===== src/rtl/pte_upd_pkg.sv =====
package pte_upd_pkg;
  localparam int DESC_W = 64;
  localparam int ATTR_W = 2;
  localparam int CODE_W = 6;

  typedef enum logic [1:0] {
    UPD_OK    = 2'd0,
    UPD_RETRY = 2'd1,
    UPD_FAULT = 2'd2
  } upd_status_e;

  typedef enum logic [1:0] {
    S_IDLE = 2'd0,
    S_REQ  = 2'd1,
    S_WAIT = 2'd2,
    S_DONE = 2'd3
  } upd_state_e;

  localparam logic [CODE_W-1:0] FSC_ACCESS = 6'b001011;
  localparam logic [CODE_W-1:0] FSC_PERM   = 6'b001111;
  localparam logic [CODE_W-1:0] FSC_UNSUP  = 6'b110001;
endpackage


===== src/rtl/pte_wb_check.sv =====
module pte_wb_check #(
  parameter int ATTR_W = 2,
  parameter int N_LVL  = 2
) (
  input  logic [N_LVL*ATTR_W-1:0] attrs,
  output logic                    all_wb
);
  logic [N_LVL-1:0] lvl_wb;

  // Write-Back encodings are the two with the low bit set.
  for (genvar g = 0; g < N_LVL; g++) begin : g_lvl
    assign lvl_wb[g] = attrs[g*ATTR_W];
  end

  assign all_wb = &lvl_wb;
endmodule


===== src/rtl/pte_update_calc.sv =====
module pte_update_calc
  import pte_upd_pkg::*;
#(
  parameter int DESC_W  = 64,
  parameter int AF_BIT  = 10,
  parameter int DBM_BIT = 51,
  parameter int WP_BIT  = 7
) (
  input  logic [DESC_W-1:0] desc,
  input  logic              stage2,
  input  logic              is_write,
  input  logic              af_en_s1,
  input  logic              dirty_en_s1,
  input  logic              af_en_s2,
  input  logic              dirty_en_s2,
  input  logic              both_wb,
  output logic              need_write,
  output logic              fault,
  output logic [CODE_W-1:0] fault_code,
  output logic [DESC_W-1:0] new_desc
);
  logic af_en_sel, dirty_sel, writable, af_missing, mark_dirty;

  always_comb begin
    af_en_sel  = stage2 ? af_en_s2 : af_en_s1;
    dirty_sel  = (stage2 ? dirty_en_s2 : dirty_en_s1) & af_en_sel;
    writable   = stage2 ? desc[WP_BIT] : ~desc[WP_BIT];
    af_missing = ~desc[AF_BIT];
    mark_dirty = is_write & ~writable & dirty_sel & desc[DBM_BIT];

    new_desc = desc;
    if (af_missing && af_en_sel) new_desc[AF_BIT] = 1'b1;
    if (mark_dirty)              new_desc[WP_BIT] = stage2;
    need_write = (new_desc != desc);

    fault      = 1'b0;
    fault_code = '0;
    if (af_missing && !af_en_sel) begin
      fault      = 1'b1;
      fault_code = FSC_ACCESS;
    end else if (is_write && !writable && !mark_dirty) begin
      fault      = 1'b1;
      fault_code = FSC_PERM;
    end else if (need_write && !both_wb) begin
      fault      = 1'b1;
      fault_code = FSC_UNSUP;
    end
  end
endmodule


===== src/rtl/pte_cas_fsm.sv =====
module pte_cas_fsm
  import pte_upd_pkg::*;
#(
  parameter int DESC_W = 64
) (
  input  logic              clk,
  input  logic              rst_n,
  input  logic              eval_valid,
  input  logic [DESC_W-1:0] desc,
  input  logic [DESC_W-1:0] new_desc,
  input  logic              need_write,
  input  logic              fault,
  input  logic [CODE_W-1:0] fault_code_in,
  input  logic              cas_ready,
  input  logic              cas_resp_valid,
  input  logic              cas_resp_match,
  output logic              eval_ready,
  output logic              cas_valid,
  output logic [DESC_W-1:0] cas_compare,
  output logic [DESC_W-1:0] cas_swap,
  output logic              done_valid,
  output logic [1:0]        done_status,
  output logic [CODE_W-1:0] fault_code,
  output logic [DESC_W-1:0] result_desc
);
  upd_state_e        state_q, state_d;
  logic              load_en, resp_en;
  logic [DESC_W-1:0] cmp_q, swp_q, out_q;
  upd_status_e       stat_q;
  logic [CODE_W-1:0] code_q;

  always_comb begin
    state_d = state_q;
    load_en = 1'b0;
    resp_en = 1'b0;
    case (state_q)
      S_IDLE: if (eval_valid) begin
        load_en = 1'b1;
        state_d = (need_write && !fault) ? S_REQ : S_DONE;
      end
      S_REQ:  if (cas_ready) state_d = S_WAIT;
      S_WAIT: if (cas_resp_valid) begin
        resp_en = 1'b1;
        state_d = S_DONE;
      end
      default: state_d = S_IDLE;
    endcase
  end

  always_ff @(posedge clk or negedge rst_n) begin
    if (!rst_n) state_q <= S_IDLE;
    else        state_q <= state_d;
  end

  always_ff @(posedge clk or negedge rst_n) begin
    if (!rst_n) begin
      cmp_q  <= '0;
      swp_q  <= '0;
      out_q  <= '0;
      stat_q <= UPD_OK;
      code_q <= '0;
    end else if (load_en) begin
      cmp_q  <= desc;
      swp_q  <= new_desc;
      out_q  <= fault ? desc : new_desc;
      stat_q <= fault ? UPD_FAULT : UPD_OK;
      code_q <= fault ? fault_code_in : '0;
    end else if (resp_en) begin
      out_q  <= cas_resp_match ? swp_q : cmp_q;
      stat_q <= cas_resp_match ? UPD_OK : UPD_RETRY;
    end
  end

  assign eval_ready  = (state_q == S_IDLE);
  assign cas_valid   = (state_q == S_REQ);
  assign cas_compare = cmp_q;
  assign cas_swap    = swp_q;
  assign done_valid  = (state_q == S_DONE);
  assign done_status = stat_q;
  assign fault_code  = code_q;
  assign result_desc = out_q;
endmodule


===== src/rtl/pte_hw_updater.sv =====
module pte_hw_updater
  import pte_upd_pkg::*;
#(
  parameter int DESC_W  = 64,
  parameter int ATTR_W  = 2,
  parameter int AF_BIT  = 10,
  parameter int DBM_BIT = 51,
  parameter int WP_BIT  = 7
) (
  input  logic              clk,
  input  logic              rst_n,
  input  logic              eval_valid,
  output logic              eval_ready,
  input  logic [DESC_W-1:0] desc_in,
  input  logic [ATTR_W-1:0] inner_attr,
  input  logic [ATTR_W-1:0] outer_attr,
  input  logic              stage2,
  input  logic              is_write,
  input  logic              af_en_s1,
  input  logic              dirty_en_s1,
  input  logic              af_en_s2,
  input  logic              dirty_en_s2,
  output logic              walk_from_cache,
  output logic              cas_valid,
  input  logic              cas_ready,
  output logic [DESC_W-1:0] cas_compare,
  output logic [DESC_W-1:0] cas_swap,
  input  logic              cas_resp_valid,
  input  logic              cas_resp_match,
  output logic              done_valid,
  output logic [1:0]        done_status,
  output logic [5:0]        fault_code,
  output logic [DESC_W-1:0] result_desc
);
  localparam int N_LVL = 2;

  logic              both_wb, need_write, fault;
  logic [CODE_W-1:0] calc_code;
  logic [DESC_W-1:0] new_desc;

  pte_wb_check #(.ATTR_W(ATTR_W), .N_LVL(N_LVL)) u_wb (
    .attrs  ({outer_attr, inner_attr}),
    .all_wb (both_wb)
  );

  assign walk_from_cache = both_wb;

  pte_update_calc #(
    .DESC_W(DESC_W), .AF_BIT(AF_BIT), .DBM_BIT(DBM_BIT), .WP_BIT(WP_BIT)
  ) u_calc (
    .desc        (desc_in),
    .stage2      (stage2),
    .is_write    (is_write),
    .af_en_s1    (af_en_s1),
    .dirty_en_s1 (dirty_en_s1),
    .af_en_s2    (af_en_s2),
    .dirty_en_s2 (dirty_en_s2),
    .both_wb     (both_wb),
    .need_write  (need_write),
    .fault       (fault),
    .fault_code  (calc_code),
    .new_desc    (new_desc)
  );

  pte_cas_fsm #(.DESC_W(DESC_W)) u_fsm (
    .clk            (clk),
    .rst_n          (rst_n),
    .eval_valid     (eval_valid),
    .desc           (desc_in),
    .new_desc       (new_desc),
    .need_write     (need_write),
    .fault          (fault),
    .fault_code_in  (calc_code),
    .cas_ready      (cas_ready),
    .cas_resp_valid (cas_resp_valid),
    .cas_resp_match (cas_resp_match),
    .eval_ready     (eval_ready),
    .cas_valid      (cas_valid),
    .cas_compare    (cas_compare),
    .cas_swap       (cas_swap),
    .done_valid     (done_valid),
    .done_status    (done_status),
    .fault_code     (fault_code),
    .result_desc    (result_desc)
  );
endmodule


===== config.mk =====
export PLATFORM = sky130hd
export DESIGN_NAME = pte_hw_updater
export DESIGN_NICKNAME = d
export VERILOG_FILES = /design/src/rtl/pte_upd_pkg.sv /design/src/rtl/pte_wb_check.sv /design/src/rtl/pte_update_calc.sv /design/src/rtl/pte_cas_fsm.sv /design/src/rtl/pte_hw_updater.sv
export SDC_FILE = /design/constraint.sdc
export NUM_CORES = 1
export LEC_CHECK = 0
export BUFFER_PORTS_ARGS = -buffer_cell sky130_fd_sc_hd__clkbuf_2
export CORE_MARGIN = 3
export CORE_UTILIZATION = 48
export CTS_BUF_LIST = sky130_fd_sc_hd__clkbuf_8
export DETAILED_ROUTE_END_ITERATION = 8
export GPL_ROUTABILITY_DRIVEN = 0
export MAX_ROUTING_LAYER = met4
export PLACE_DENSITY = 0.83
export SKIP_CTS_REPAIR_TIMING = 1
export SYNTH_ARGS = -nofsm -noshare
export SYNTH_HDL_FRONTEND = slang
export SYNTH_SLANG_ARGS = --single-unit

===== constraint.sdc =====
create_clock -name clk -period 1.8 [get_ports clk]
set_input_delay 0.36 -clock clk [delete_from_list [all_inputs] [get_ports clk]]
set_output_delay 0.36 -clock clk [all_outputs]
set_load 0.02 [all_outputs]

# ---- Word level (Yosys, flattened, before mapping)
# Index checks and enable logic that the tools add are counted.
dict set report word_totals {
  register_bits 202
  inputBits 80
  output_inout_bits 204
  word_cells 64
}
dict set report op_classes {
  eq_ne 7
  n_mux 29
  n_bitwise 7
  reduce_logical 15
}
# op count
set ops {}
lappend ops {{64-bit two-way mux} 3}
lappend ops {{6-bit two-way mux} 4}
lappend ops {{2-bit two-way mux} 7}
lappend ops {{1-bit two-way mux} 13}
lappend ops {{11-bit two-way mux} 1}
lappend ops {{1-bit logical AND} 6}
lappend ops {{2-bit one-hot mux with 3 select lines} 1}
lappend ops {{1-bit logical NOT} 5}
lappend ops {{1-bit AND} 4}
lappend ops {{2-bit equality test, second input constant} 2}
lappend ops {{2-bit inequality test, second input constant} 2}
lappend ops {{1-bit inverter} 3}
lappend ops {{3-bit AND reduction} 1}
lappend ops {{2-bit by 1-bit equality test with 1-bit output, second input constant} 1}
lappend ops {{2-bit logical NOT} 1}
lappend ops {{2-bit by 1-bit inequality test with 1-bit output, second input constant} 1}
lappend ops {{2-bit inequality test} 1}
lappend ops {{2-bit AND reduction} 1}
lappend ops {{2-bit nonzero test} 1}

# ---- Depth between registers and ports, before layout
dict set report logic_depth {
  word_depth 17
  depth_mapped 8
  depth_no_buf 7
}

# ---- By module
# A second synthesis with hierarchy kept.
dict set report unflattened {
  hier_cells 1116
  hier_area_um2 10304.9
}
# mod n_inst cells_each area_each_um2 seq_area_each_um2
set modules_own_cells {}
lappend modules_own_cells {pte_cas_fsm 1 1032 9666.8 5054.8}
lappend modules_own_cells {pte_update_calc 1 83 631.9 0.0}
lappend modules_own_cells {pte_wb_check 1 1 6.3 0.0}

# ---- Least setup slack after synthesis
# No wires, ideal clock.
dict set report synth_path {
  path_type {reg-to-reg}
  start {register u_fsm.state_q[0]}
  end {register u_fsm.out_q[11] (netlist: u_fsm.result_desc[11])}
  setup_time_ns 0.125
  arrival_ns 1.620
  required_ns 1.675
  setup_slack_ns 0.055
  path_stages_with_launch 7
  n_path_buf 1
  synth_period_minus_slack_ns 1.745
  cell_sequence {dfrtp_1 > inv_1 > ha_1 > nand2_1 > nand2_2 > buf_2 > mux2_2}
}
dict set report synth_via {
  elab_chain_cells 3
  word_cells_on_any_way 6
  classes_between {eq/ne: 1; mux: 3; reduce/logical: 2}
}
# item line_no
set synth_lines {}
lappend synth_lines {{start: declaration} pte_cas_fsm.sv:26} ;# upd_state_e state_q, state_d;
lappend synth_lines {{start signal: assignment} pte_cas_fsm.sv:52} ;# else state_q <= state_d;
lappend synth_lines {{2-bit logical NOT (*)} --}
lappend synth_lines {{net eval_ready} pte_hw_updater.sv:13} ;# output logic eval_ready,
lappend synth_lines {{1-bit two-way mux (*)} pte_cas_fsm.sv:36} ;# case (state_q)
lappend synth_lines {{64-bit two-way mux / 2-bit nonzero test (equally long branches)} --}
lappend synth_lines {{end signal: assignment} pte_cas_fsm.sv:65} ;# out_q <= fault ? desc : new_desc;
lappend synth_lines {{end signal: assignment} pte_cas_fsm.sv:69} ;# out_q <= cas_resp_match ? swp_q : cmp_q;
lappend synth_lines {{end: declaration} pte_cas_fsm.sv:28} ;# logic [DESC_W-1:0] cmp_q, swp_q, out_q;
# The timed path passes the listed nets; every way through them passes the cells marked *.
# A chain may end at the register's enable or synchronous reset.

# ---- Worst setup path in the final report
dict set report layout_path {
  start {register u_fsm.state_q[0]}
  end {output done_valid}
}
dict set report layout_via {
  elab_chain_cells 1
}
# item line_no
set layout_lines {}
lappend layout_lines {{2-bit equality test} pte_cas_fsm.sv:78} ;# assign done_valid = (state_q == S_DONE);
lappend layout_lines {{end: declaration} pte_hw_updater.sv:30} ;# output logic done_valid,
# Every way passes these cells.

==> flow_summary_export.csv <==
group,metric,value,unit
run_status,status,"complete, no violations",
routing,drc,0,
cts,numCtsBuffers,17,
timing,finalClockSkew,0.0102,ns
timing,finalCritPeriodShare,95.9,%
synth,synthCells,548,
timing,slew_headroom,64.5,%
cells_and_area,num-nets-final,863,
timing,fmax,580,MHz
critical_path,crit_slowest_cell,"dfrtp_1",
placement,io_buffer_count,281,
timing,slew_viol_final,0,
global_routing,antenna_found_initial,0,
pwr,ir_drop,0.00113,V
critical_path,critPathMaxFanout,3,
cts,clock_path_buffers,2,
routing,wl_per_cell,15.1,um
synth,synth_most_common_cell,"nand2_1",
timing,worst_pin_slew,0.533,ns
critical_path,max_stage_delay,0.41,ns
cts,clock_latency,0.42,ns
placement,hpwl,10600,um
flow_run,maxCapViolations,0,
synth,synth.distinct_cells,29,
timing,hold_violations,0,
cts,root_buffer,"clkbuf_8",
synth,avgSynthCellArea,10.7,sq um
timing,hold_ws,0.141,ns
die,core-area,0.0117,sq mm
routing,routed_wirelength,14100,um
die,rows,39,
cts,htree_num_levels,4,
synth,yosysSeqAreaShare,58.7,%
timing,period_needed,1.73,ns
global_routing,grt_max_degree,45,
synth,syn-num-nets,632,
cts,path_clk_slew,0.07,ns
synth,ys.flop_type,"dfrtp_1",
global_routing,grt_use_total,21.2,%
cts,cts_sinks,138,
routing,ant_nets,0,
critical_path,arrival,1.37,ns
routing,num_vias,4554,
synth,synth_edf_count,0,
pwr,leakagePower,4.24,nW
global_routing,grt_pass1_wl,21700,um
die,start_util,50.3,%
synth,synth_top_cell_by_area,"dfrtp_1",
synth,async_flop_share,100,%
cells_and_area,num_antenna_cells,0,
global_routing,grt-ovfl-total,0,
die,ios,284,
synth,yosys-top-cells-area,"dfrtp_1 59%, nand2_1 13%, mux2_2 12%",
cells_and_area,drive_above_1_share,49.6,%
timing,final-setup-viol-count,0,
synth,yosysWarningCount,0,
synth,synth_top_area_share,58.7,%
hold_path,hp-class,"input pin to register",
synth,synth_seq_cells,138,
die,dieWidth,117,um
synth,yosys-top-cells-count,"208 x nand2_1, 138 x dfrtp_1, 64 x buf_4",
cells_and_area,area_growth,26.3,%
die,die_height,117,um
die,die_area,0.0136,sq mm
critical_path,path_cells,"buf_4, ha_1, buf_2",
cts,cts_tree,"yes",
critical_path,crit_required,1.44,ns
critical_path,worstSetupEndpointType,"primary output",
pwr,p_per_area,2120,mW/mm^2
synth,synth_area,0.00589,sq mm
critical_path,start_kind,"register",
critical_path,critical_path_class,"register to primary output",
routing,viasPerCell,4.90,
timing,rsz0062_at_grt,"true",
pwr,total_power,15.8,mW
global_routing,grt_pass1_vias,4372,
cells_and_area,fin_util,63.5,%
routing,dr.pass1.iters,4,
routing,drt-initial-drc-count,243,
[layer usage]
layer / track usage (%) / wire, um
met1: 24.5 / 5650
met2: 35.5 / 7350
met3: 5.96 / 920
met4: 7.26 / 167
met5: - / 0
[kinds of logic after synthesis]
logic type | share of synthesized area, %
flops | 58.7
simple gates | 15.0
xor+xnor | 0.149
compound gates | 2.06
fa+ha+maj | 0.850
buf+inv | 10.5
mux | 12.8
[path summary, 6_finish.rpt]
kind	start	end	slack (ns)	cells past startpoint
max	u_fsm.state_q[0]	done_valid	0.07	3
min	desc_in[12]	u_fsm.cas_swap[12]	0.14	3
max reg2reg	u_fsm.state_q[0]	u_fsm.result_desc[30]	0.12	6
min reg2reg	u_fsm.fault_code[2]	u_fsm.fault_code[2]	0.49	2
max in group asynchronous	rst_n	u_fsm.result_desc[15]	0.83	3
min in group asynchronous	rst_n	u_fsm.done_status[0]	0.42	2
[sequential cells by signal, indices dropped and copies added (netlist names)]
name               count
u_fsm.fault_code       4
u_fsm.cas_swap        63
u_fsm.cas_compare      3
u_fsm.state_q          2
u_fsm.done_status      2
u_fsm.result_desc     64
[per-stage QoR]
step                area [sq um]  instances  setup WS (ns)  TNS [ns]
floorplan                   5890        548         0.0551         0
global placement            7090        899          0.161         0
detailed placement          7090        899          0.100         0
CTS                         7390        926        -0.0679   -0.0679
global route                7440        930        -0.0130   -0.0210
finish                      7440        930         0.0747         0
[cells in the final DEF (no fill, tap or decap), types with 2 or more instances in the layout]
cell | synthesis | routed
a21oi_1 | 3 | 3
buf_12 | 0 | 8
buf_4 | 64 | 9
clkbuf_2 | 0 | 278
clkbuf_8 | 0 | 19
clkinv_2 | 0 | 3
dfrtp_1 | 138 | 138
ha_1 | 4 | 3
inv_1 | 7 | 10
mux2_2 | 63 | 63
mux2i_1 | 3 | 3
nand2_1 | 208 | 207
nand2_2 | 1 | 2
nand2b_1 | 2 | 2
nand3_1 | 3 | 3
nor2_1 | 5 | 5
o21ai_0 | 4 | 4
o21ai_1 | 5 | 5
o31ai_1 | 2 | 2
[report_power, final]
group | switching [mW] | total [mW] | internal, mW
clock network | 1.02 | 1.98 | 0.957
logic | 5.22 | 8.26 | 3.04
registers | 0.985 | 5.54 | 4.56
total | 7.22 | 15.8 | 8.55
[critical path: cells and delay by family, from the launching register on]
kind | cells | cell delay (ns)
DFF | 1 | 0.41
buffers and inverters | 2 | 0.31
adders and majority gates | 1 | 0.22
[layout make-up]
class / count / area, sq um
clock inverter: 8 / 37.5
timing repair buffer: 298 / 1650
sequential: 138 / 3450
clock buffer: 19 / 262
inverter: 8 / 30.0
multi-input combinational: 316 / 1830
tap: 143 / 179
fill: 972 / 4280
(Power assumes the default switching activity.)
